[config.mk]
export PLATFORM = sky130hd
export DESIGN_NAME = vint_ctrl
export DESIGN_NICKNAME = d
export VERILOG_FILES = /design/src/rtl/vint_pkg.sv /design/src/rtl/vint_strobe_timer.sv /design/src/rtl/vint_req_flags.sv /design/src/rtl/vint_vec_drive.sv /design/src/rtl/vint_ctrl.sv
export SDC_FILE = /design/constraint.sdc
export NUM_CORES = 1
export LEC_CHECK = 0
export BUFFER_PORTS_ARGS = -buffer_cell sky130_fd_sc_hd__buf_2
export CAP_MARGIN = 20
export CELL_PAD_IN_SITES_DETAIL_PLACEMENT = 0
export CELL_PAD_IN_SITES_GLOBAL_PLACEMENT = 1
export CORE_MARGIN = 8
export CORE_UTILIZATION = 38
export CTS_CLUSTER_SIZE = 28
export DETAILED_ROUTE_END_ITERATION = 12
export PLACE_DENSITY_LB_ADDON = 0.1
export REMOVE_ABC_BUFFERS = 1
export SLEW_MARGIN = 0
export SYNTH_ARGS = -nofsm -noshare
export SYNTH_HDL_FRONTEND = slang
export SYNTH_SLANG_ARGS = --single-unit
[constraint.sdc]
create_clock -name clk -period 2.15 [get_ports clk]
set_clock_uncertainty 0.2 [all_clocks]
set_input_delay 0.215 -clock clk [delete_from_list [all_inputs] [get_ports clk]]
set_output_delay 0.215 -clock clk [all_outputs]
set_load 0.02 [all_outputs]
[src/rtl/vint_pkg.sv]
package vint_pkg;

    typedef enum logic [1:0] {
        SRC_NONE = 2'd0,
        SRC_BOOT = 2'd1,
        SRC_DISP = 2'd2
    } src_e;

    localparam logic [7:0] BOOT_VECTOR = 8'hFC;
    localparam logic [7:0] DISP_VECTOR = 8'hFF;
    localparam logic [7:0] IDLE_VECTOR = 8'h00;

    typedef struct packed {
        logic       oe;
        logic [7:0] data;
    } bus_drive_t;

    function automatic src_e pick_source(input logic boot, input logic disp);
        if (boot)      return SRC_BOOT;
        else if (disp) return SRC_DISP;
        else           return SRC_NONE;
    endfunction

    function automatic bus_drive_t drive_for(input src_e src, input logic ack);
        bus_drive_t d;
        d.oe   = 1'b0;
        d.data = IDLE_VECTOR;
        if (ack) begin
            case (src)
                SRC_BOOT: begin d.oe = 1'b1; d.data = BOOT_VECTOR; end
                SRC_DISP: begin d.oe = 1'b1; d.data = DISP_VECTOR; end
                default:  begin d.oe = 1'b0; d.data = IDLE_VECTOR; end
            endcase
        end
        return d;
    endfunction

endpackage

[src/rtl/vint_strobe_timer.sv]
module vint_strobe_timer #(
    parameter int PULSE_CYC = 200_000
) (
    input  logic clk,
    input  logic rst,
    input  logic sel_i,
    output logic strobe_n_o,
    output logic done_o
);
    localparam int CW = $clog2(PULSE_CYC + 1);
    localparam logic [CW-1:0] LOAD = CW'(PULSE_CYC - 1);

    logic          active_q;
    logic [CW-1:0] left_q;

    assign done_o     = active_q && (left_q == '0);
    assign strobe_n_o = ~active_q;

    always_ff @(posedge clk) begin
        if (rst) begin
            active_q <= 1'b0;
            left_q   <= '0;
        end else if (active_q) begin
            if (left_q == '0) begin
                active_q <= 1'b0;
            end else begin
                left_q <= left_q - 1'b1;
            end
        end else if (sel_i) begin
            active_q <= 1'b1;
            left_q   <= LOAD;
        end
    end
endmodule

[src/rtl/vint_req_flags.sv]
module vint_req_flags
    import vint_pkg::*;
(
    input  logic clk,
    input  logic rst,
    input  logic por_i,
    input  logic disp_set_i,
    input  logic ack_i,
    output logic boot_o,
    output logic disp_o,
    output src_e src_o
);
    logic boot_q, disp_q, ack_q;
    src_e held_q;
    logic ack_rise, ack_fall;

    assign ack_rise = ack_i & ~ack_q;
    assign ack_fall = ~ack_i & ack_q;

    assign boot_o = boot_q;
    assign disp_o = disp_q;
    assign src_o  = ack_q ? held_q : pick_source(boot_q, disp_q);

    always_ff @(posedge clk) begin
        if (rst) begin
            boot_q <= 1'b0;
            disp_q <= 1'b0;
            ack_q  <= 1'b0;
            held_q <= SRC_NONE;
        end else begin
            ack_q <= ack_i;
            if (ack_rise) begin
                held_q <= pick_source(boot_q, disp_q);
            end
            if (por_i) begin
                boot_q <= 1'b1;
            end else if (ack_fall && held_q == SRC_BOOT) begin
                boot_q <= 1'b0;
            end
            if (disp_set_i) begin
                disp_q <= 1'b1;
            end else if (ack_fall && held_q == SRC_DISP) begin
                disp_q <= 1'b0;
            end
        end
    end
endmodule

[src/rtl/vint_vec_drive.sv]
module vint_vec_drive
    import vint_pkg::*;
(
    input  logic       en_i,
    input  logic       ack_i,
    input  logic       boot_i,
    input  logic       disp_i,
    input  src_e       src_i,
    output logic       irq_o,
    output logic       oe_o,
    output logic [7:0] data_o
);
    bus_drive_t drv;

    always_comb begin
        drv    = drive_for(src_i, ack_i);
        irq_o  = en_i & (boot_i | disp_i);
        oe_o   = drv.oe;
        data_o = drv.data;
    end
endmodule

[src/rtl/vint_ctrl.sv]
module vint_ctrl
    import vint_pkg::*;
#(
    parameter int PULSE_CYC = 200_000
) (
    input  logic       clk,
    input  logic       rst,
    input  logic       por_pulse,
    input  logic       dev_sel,
    input  logic       int_en,
    input  logic       int_ack,
    output logic       irq,
    output logic       vec_oe,
    output logic [7:0] vec_data,
    output logic       disp_strobe_n
);
    logic strobe_done;
    logic boot_pend, disp_pend;
    src_e cur_src;

    vint_strobe_timer #(.PULSE_CYC(PULSE_CYC)) u_timer (
        .clk       (clk),
        .rst       (rst),
        .sel_i     (dev_sel),
        .strobe_n_o(disp_strobe_n),
        .done_o    (strobe_done)
    );

    vint_req_flags u_flags (
        .clk       (clk),
        .rst       (rst),
        .por_i     (por_pulse),
        .disp_set_i(strobe_done),
        .ack_i     (int_ack),
        .boot_o    (boot_pend),
        .disp_o    (disp_pend),
        .src_o     (cur_src)
    );

    vint_vec_drive u_vec (
        .en_i  (int_en),
        .ack_i (int_ack),
        .boot_i(boot_pend),
        .disp_i(disp_pend),
        .src_i (cur_src),
        .irq_o (irq),
        .oe_o  (vec_oe),
        .data_o(vec_data)
    );
endmodule

After elaboration in Yosys (flattened, before gate mapping). Index checks and enable logic that the tools add are counted.

Flip-flop bits (word level): 24. Logic and storage cells: 42. Input port bits: 6. Output and inout bits: 11.

Multiplexer cells: 15. Reductions and logical operators: 8. Equality and inequality tests: 5. Bitwise operators: 7. $add $sub $neg: 1.

Operator list (count): two-way mux 18 bit (3); logical NOT 18 bit (1); one-hot mux 9 bit (2 select lines) (1); subtractor 18 x 1 -> 18 bit, second input constant (1); two-way mux 9 bit (1); two-way mux 1 bit (7); two-way mux 2 bit (3); nonzero test 2 bit (3); == test 2 x 1 -> 1 bit, second input constant (2); == test 2 bit, second input constant (2); bitwise AND 1 bit (3); logical AND 1 bit (3); NOT 1 bit (3); inequality test 2 bit, second input constant (1); AND reduction 2 bit (1); bitwise OR 1 bit (1).

Depth between registers and ports, before layout. Gate-level depths: netlist of run 1.

Depth after elaboration: 6. Gate-level depth with buffers: 8. Gate-level depth less buffers: 7.

Hierarchy. A second synthesis of run 1 with hierarchy kept.

Cells, all modules: 164. Area, all modules: 1437.6 sq um.

By module, submodules not included: vint_strobe_timer (cells each 130, sequential area each 380.4 sq um, instances 1, area an instance 1121.1 sq um); vint_req_flags (cells each 22, sequential area each 100.1 sq um, instances 1, area an instance 225.2 sq um); vint_vec_drive (cells each 12, sequential area each 0.0 sq um, instances 1, area an instance 91.3 sq um).

Least setup slack after synthesis of run 1. No wires, ideal clock.

Path type: reg-to-reg. Start point: register u_timer.left_q[0]. End point: register u_timer.left_q[6]. Library setup time: 0.070 ns. Buffers on the path: 1. Data required time: 1.880 ns. Clock period less this slack: 2.142 ns. Stages on the path, launching flop included: 9. Slack: 0.008 ns. Arrival: 1.872 ns. Path through: dfxtp_1 inv_1 ha_1 nor4b_2 and3_1 buf_2 a31o_2 or3_1 a21oi_1.

Cells in the longest elaborated chain, start to end: 3. Elaborated cells between the ends (all ways): 6. Those cells by class: add/sub: 1; eq/ne: 1; mux: 2; reduce/logical: 2.

RTL lines: start: declaration (RTL line vint_strobe_timer.sv:14) `logic [CW-1:0] left_q;`; start signal: assignment (RTL line vint_strobe_timer.sv:27) `left_q <= left_q - 1'b1;`; subtractor 18 x 1 -> 18 bit or logical NOT 18 bit (tied branches) (RTL line vint_strobe_timer.sv:27, vint_strobe_timer.sv:24); two-way mux 18 bit or inequality test 2 bit (tied branches); two-way mux 18 bit or AND reduction 2 bit (tied branches).

Several ways; a longest one is shown, not always the timed one. The select of a mux whose other input is x is not followed. A chain may end at the register's enable or synchronous reset.

Worst setup path in the final report of run 1.
Start point: register u_timer.left_q[6]. End point: register u_timer.left_q[13].

The elaborated chain is that of the path after synthesis.

==> impl_metrics.env, run 1 <==
export IMPL_syn_inst=155
export IMPL_slew_viol_final=0
export IMPL_vias=1172
export IMPL_grt_pass1_wl_um=5150
export IMPL_drtAntennaViolNets=0
export IMPL_hold_viol=0
export IMPL_h_tree_depth=1
export IMPL_synthDistinctLibCells=40
export IMPL_postLayoutCoreUtil=0.464
export IMPL_globalRouteOverflowTotal=0
export IMPL_placed_area_um2=1480
export IMPL_yosys_mux_area_fraction=0.0228
export IMPL_slew_headroom=0.765
export IMPL_synth_edf_count=0
export IMPL_avgSynthCellArea_um2=8.49
export IMPL_synth_xor_area_frac=0.0266
export IMPL_path_class="register to register"
export IMPL_gp_congestion=0.757
export IMPL_post_route_period_util=0.973
export IMPL_drt_pass1_iterations=4
export IMPL_clk_insertion_delay_late_ns=0.31
export IMPL_numCtsBuffers=3
export IMPL_grt_max_degree=17
export IMPL_yosysSeqAreaShare=0.365
export IMPL_drtIter0Drc=39
export IMPL_wl_um=3110
export IMPL_fin_setup_tns_ns=0
export IMPL_viasPerCell=5.23
export IMPL_ys_warnings_count=0
export IMPL_grt_usage=0.118
export IMPL_power_leakage_nw=0.632
export IMPL_clkTransAtPathRegs_ns=0.13
export IMPL_min_period_ns=2.09
export IMPL_pre_cts_ws_ns=0.0854
export IMPL_n_antenna_cell=0
export IMPL_p_per_area_nw_per_um2=662
export IMPL_max_freq_mhz=478
export IMPL_die_h_um=74.9
export IMPL_drc=0
export IMPL_cp_end_kind="register"
export IMPL_die_w_um=74.9
export IMPL_root_buffer="clkbuf_4"
export IMPL_cp_start_kind="register"
export IMPL_drive_gt1_frac=0.258
export IMPL_setup_slack_ns=0.0577
export IMPL_hold_path_class="input port to register"
export IMPL_antenna_found_initial=0
export IMPL_synth_compound_area_frac=0.172
export IMPL_initial_core_util=0.394
export IMPL_boundaryPins=17
export IMPL_cp_required_ns=2.20
export IMPL_arrival_ns=2.14
export IMPL_fill_cells=342
export IMPL_syn_to_final_growth_pct=17.6
export IMPL_crit_fanout=5
export IMPL_cts_tree="built"
export IMPL_wl_per_cell_um=13.9
export IMPL_synthesis_area_um2=1320
export IMPL_synthArstFlopShare=0
export IMPL_io_buffers=16
export IMPL_rows=21
export IMPL_synth_flop_cell="dfxtp_1"
export IMPL_vdd_ir_drop_max_mv=0.337
export IMPL_maxCapViolCount=0
export IMPL_outcome="finished, final reports clean"
export IMPL_core_area_um2=3340
export IMPL_synthAdderAreaFrac=0.0190
export IMPL_worst_pin_slew_ns=0.350
export IMPL_fin_area_um2=1550
export IMPL_yosys_register_bits=24
export IMPL_clockBufferDepth=2
export IMPL_rsz0062_at_grt="false"
export IMPL_hold_ws_ns=0.0798
export IMPL_grt_pass1_vias=1104
export IMPL_setup_violations=0
export IMPL_final_nets=188
export IMPL_synth_simple_area_share=0.327
export IMPL_hpwl_um=2340
export IMPL_cts_sinks=24
export IMPL_synth_top_family_by_area="simple AND/OR/NAND/NOR gates"
export IMPL_die_area_um2=5600
power breakdown:
part           internal [mW]  leakage (nW)  switching [mW]  total, mW
Clock                 0.0655        0.0138           0.135      0.200
Combinational          0.143         0.419           0.161      0.304
Sequential             0.480         0.199          0.0397      0.520
Total                  0.689         0.632           0.335       1.02
Yosys cell counts, types with 4 or more instances:
cell type	n	share of area
nand4_1	4	0.019
dfxtp_1	24	0.37
xor2_1	4	0.027
nor3_1	7	0.027
nand3_1	8	0.030
inv_1	4	0.011
nor2_1	16	0.046
buf_4	7	0.040
a21oi_1	13	0.049
nand2_1	13	0.037
cell usage in the layout (no fill, tap or decap), drive strengths merged, types with 4 or more instances in the layout:
| master | n |
|---|---|
| nor4 | 4 |
| dfxtp | 24 |
| o21ai | 4 |
| buf | 30 |
| nor2 | 16 |
| nor3 | 7 |
| inv | 4 |
| a21oi | 13 |
| nand2 | 13 |
| nand4 | 4 |
| xor2 | 4 |
| nand3 | 9 |
| or3 | 4 |
metal layers:
metal,vias up,track usage,part of all wire
li1,607,-,-
met1,545,0.143,0.46
met2,16,0.199,0.49
met3,4,0.0173,0.029
met4,0,0.0543,0.013
met5,-,0,0
state kept, by name (all words and copies together) (netlist names):
register          cells
u_flags.boot_o        1
u_timer.active_q      1
u_flags.disp_o        1
u_flags.held_q        2
u_timer.left_q       18
u_flags.ack_q         1
stage by stage:
stage          instances  total power [mW]
2_1_floorplan        143             0.708
3_3_place_gp         218             0.812
3_5_place_dp         218             0.815
4_1_cts              223              1.02
5_1_grt              224              1.09
6_report             224              1.02
cells by family (layout without fill, tap and decap cells):
kind of cell	after synthesis	in the layout
buffers and inverters	16	39
AND/OR/NAND/NOR	72	72
AO/OA/AOI/OAI	34	34
flip-flops	24	24
XOR/XNOR	4	4
multiplexers	3	3
adder cells (fa/ha/maj)	2	2
cell type report:
type | instances | area, µm² | area share
Clock buffer | 3 | 22.5 | 0.0146
Multi-Input combinational cell | 115 | 763 | 0.493
Inverter | 4 | 15.0 | 0.00970
Sequential cell | 24 | 484 | 0.313
Timing Repair Buffer | 32 | 205 | 0.133
Tap cell | 46 | 57.6 | 0.0372
worst max-delay path, stage by stage, from the launching register on:
cell     delay, ns
dfxtp_1       0.36
or3_4         0.41
nor4b_4       0.37
nand3_2       0.15
or4_1         0.42
a21oi_1       0.13
repair_timing:
action | CTS | global route
endpoints found under the hold margin | 2 | 0
resized for setup | 1 | 5
hold buffers | 2 | 0
endpoints found under the setup margin | 7 | 11
buffers inserted | 0 | 1
pin swaps | 0 | 4
worst paths after layout:
kind,start,end,slack [ns],cells after the start
max,u_timer.left_q[6],u_timer.left_q[13],0.06,5
min,rst,u_timer.left_q[4],0.08,3
max reg2reg,u_timer.left_q[6],u_timer.left_q[13],0.06,5
min reg2reg,u_flags.disp_o,u_flags.disp_o,0.29,2
(Power assumes the default switching activity.)
==> inputs of run 2 (changes only) <==
--- a/config.mk
+++ b/config.mk
@@ -9,9 +9,10 @@
 export CAP_MARGIN = 20
 export CELL_PAD_IN_SITES_DETAIL_PLACEMENT = 0
 export CELL_PAD_IN_SITES_GLOBAL_PLACEMENT = 1
+export CORE_ASPECT_RATIO = 2
 export CORE_MARGIN = 8
 export CORE_UTILIZATION = 38
-export CTS_CLUSTER_SIZE = 28
+export CTS_CLUSTER_SIZE = 8
 export DETAILED_ROUTE_END_ITERATION = 12
 export PLACE_DENSITY_LB_ADDON = 0.1
 export REMOVE_ABC_BUFFERS = 1
==> run 2 against run 1 <==
  * Global-route usage grew 0.92 points
  * First-iteration DRC count shrank 56%
  * Combinational power grew 4%
  * Count of clock-buffer cells in the layout is the same
  * Non-clock buffer count is the same
  * Utilization grew 1.4 points
  * Flip-flop and latch count is the same
  * Worst setup slack gained 0.010 ns
  * Wire length grew 12%
  * Cell count shrank 5.8%
  * Die area grew 2.0%
  * Clock power grew 100%
  * Critical path type unchanged
  * Largest cell class unchanged
  * Highest routed layer unchanged
==> impl_metrics.env, run 2 (synthesized netlist as in run 1, its figures left out) <==
export IMPL_outcome="finished, final reports clean"
export IMPL_die_area_um2=5720
export IMPL_wl_um=3480
export IMPL_vdd_ir_drop_max_mv=0.379
export IMPL_grt_usage=0.127
export IMPL_max_freq_mhz=480
export IMPL_hold_viol=0
export IMPL_numCtsBuffers=3
export IMPL_power_leakage_nw=0.659
export IMPL_clockBufferDepth=2
export IMPL_h_tree_depth=1
export IMPL_postCtsSetupBuffers=0
export IMPL_final_nets=188
export IMPL_cp_end_kind="register"
export IMPL_final_common_cell="dfxtp_1"
export IMPL_rsz0062_at_grt="true"
export IMPL_cts_tree="built"
export IMPL_cp_required_ns=2.16
export IMPL_largest_reg_flops=18
export IMPL_final_cell_mix="23 x dfxtp_1, 16 x nor2_1, 16 x buf_2"
export IMPL_io_buffers=16
export IMPL_hpwl_um=2800
export IMPL_drive_gt1_frac=0.268
export IMPL_wl_per_cell_um=16.5
export IMPL_slew_viol_final=0
export IMPL_crit_fanout=8
export IMPL_initial_core_util=0.394
export IMPL_root_buffer="clkbuf_8"
export IMPL_clkTransAtPathRegs_ns=0.09
export IMPL_p_per_area_nw_per_um2=779
export IMPL_grt_max_degree=17
export IMPL_die_w_um=57.6
export IMPL_fin_setup_tns_ns=0
export IMPL_vias=1233
export IMPL_rows=30
export IMPL_core_area_um2=3340
export IMPL_rrSetupSlack_ns=0.07
export IMPL_min_period_ns=2.08
export IMPL_top_register="u_timer.left_q"
export IMPL_grt_pass1_vias=1254
export IMPL_drtIter0Drc=17
export IMPL_cts_sinks=24
export IMPL_viasPerCell=5.84
export IMPL_hold_ws_ns=0.0203
export IMPL_slew_headroom=0.661
export IMPL_die_h_um=99.2
export IMPL_reg_largest_list="u_timer.left_q x18, u_flags.held_q x2"
export IMPL_maxCapViolCount=0
export IMPL_r2r_end="u_timer.left_q[6]"
export IMPL_boundaryPins=17
export IMPL_cp_start_kind="register"
export IMPL_gp_congestion=0.769
export IMPL_arrival_ns=2.09
export IMPL_r2r_start="u_timer.left_q[0]"
export IMPL_globalRouteOverflowTotal=0
export IMPL_drt_pass1_iterations=4
export IMPL_grt_pass1_wl_um=5710
export IMPL_hold_path_class="input port to register"
export IMPL_clk_insertion_delay_late_ns=0.28
export IMPL_antenna_found_initial=0
export IMPL_post_route_period_util=0.968
export IMPL_setup_violations=0
export IMPL_drc=0
export IMPL_crit_path_end="u_timer.left_q[6]"
export IMPL_syn_to_final_growth_pct=21.2
export IMPL_path_class="register to register"
export IMPL_n_antenna_cell=0
export IMPL_crit_start="u_timer.left_q[0]"
export IMPL_reg2regPathDepth=8
export IMPL_worst_pin_slew_ns=0.504
export IMPL_drtAntennaViolNets=0
run 2: cell types whose count changed in the layout (fill, tap and decap cells not counted), sizes merged:
cell,before,now
dlygate4sd3,2,1
bufinv,0,1
buf,30,31
run 2: metrics by stage:
stage / total power [mW] / util / instances / setup slack, ns / instance area (µm²)
floorplan: 0.708 / - / 143 / -0.971 / 1240
global placement: 0.822 / 0.442 / 206 / 0.0973 / 1480
detailed placement: 0.829 / 0.442 / 206 / 0.0300 / 1480
CTS: 1.23 / 0.467 / 211 / 0.0265 / 1560
global route: 1.30 / 0.478 / 211 / -0.0106 / 1600
finish: 1.24 / 0.478 / 211 / 0.0681 / 1600
run 2: cell type report:
| cell class | instances | area, µm² |
|---|---|---|
| Clock inverter | 1 | 30.0 |
| Multi-Input combinational cell | 115 | 785 |
| Timing Repair Buffer | 32 | 203 |
| Clock buffer | 3 | 41.3 |
| Inverter | 4 | 15.0 |
| Sequential cell | 24 | 482 |
| Tap cell | 32 | 40.0 |
| Fill cell | 347 | 1750 |
run 2: how the worst min path moves through the flow:
stage                     startpoint              to  slack, ns  cells after the start
final                        int_ack   u_flags.ack_q       0.02                      2
after global routing         int_ack   u_flags.ack_q       0.03                      2
after CTS                    int_ack   u_flags.ack_q       0.02                      2
after detailed placement   por_pulse  u_flags.boot_o       0.23                      3
after global placement     por_pulse  u_flags.boot_o       0.23                      3
after floorplan                  rst  u_flags.disp_o       0.08                      1
run 2: worst max-delay path, stage by stage (launching register included):
cell,delay [ns]
dfxtp_1,0.34
inv_1,0.05
ha_1,0.20
nor4b_4,0.14
and3_1,0.17
buf_4,0.15
a31o_4,0.26
or3_1,0.35
a21oi_1,0.15
run 2: per-layer routing:
metal / vias to the layer above / share of wire / global-route usage
li1: 609 / - / -
met1: 596 / 0.35 / 0.110
met2: 22 / 0.58 / 0.253
met3: 6 / 0.052 / 0.0285
met4: 0 / 0.017 / 0.0623
met5: - / 0 / 0
run 2: what timing repair did:
item	in CTS	in global routing
cloned	0	0
hold buffers	1	0
setup endpoints to repair	7	17
hold endpoints to repair	1	0
gates resized for setup	1	6
run 2: power by group:
| group | switching, mW | internal [mW] | leakage, nW | total, mW |
|---|---|---|---|---|
| clock network | 0.158 | 0.249 | 0.0357 | 0.407 |
| logic | 0.170 | 0.146 | 0.425 | 0.315 |
| registers | 0.0408 | 0.479 | 0.198 | 0.520 |
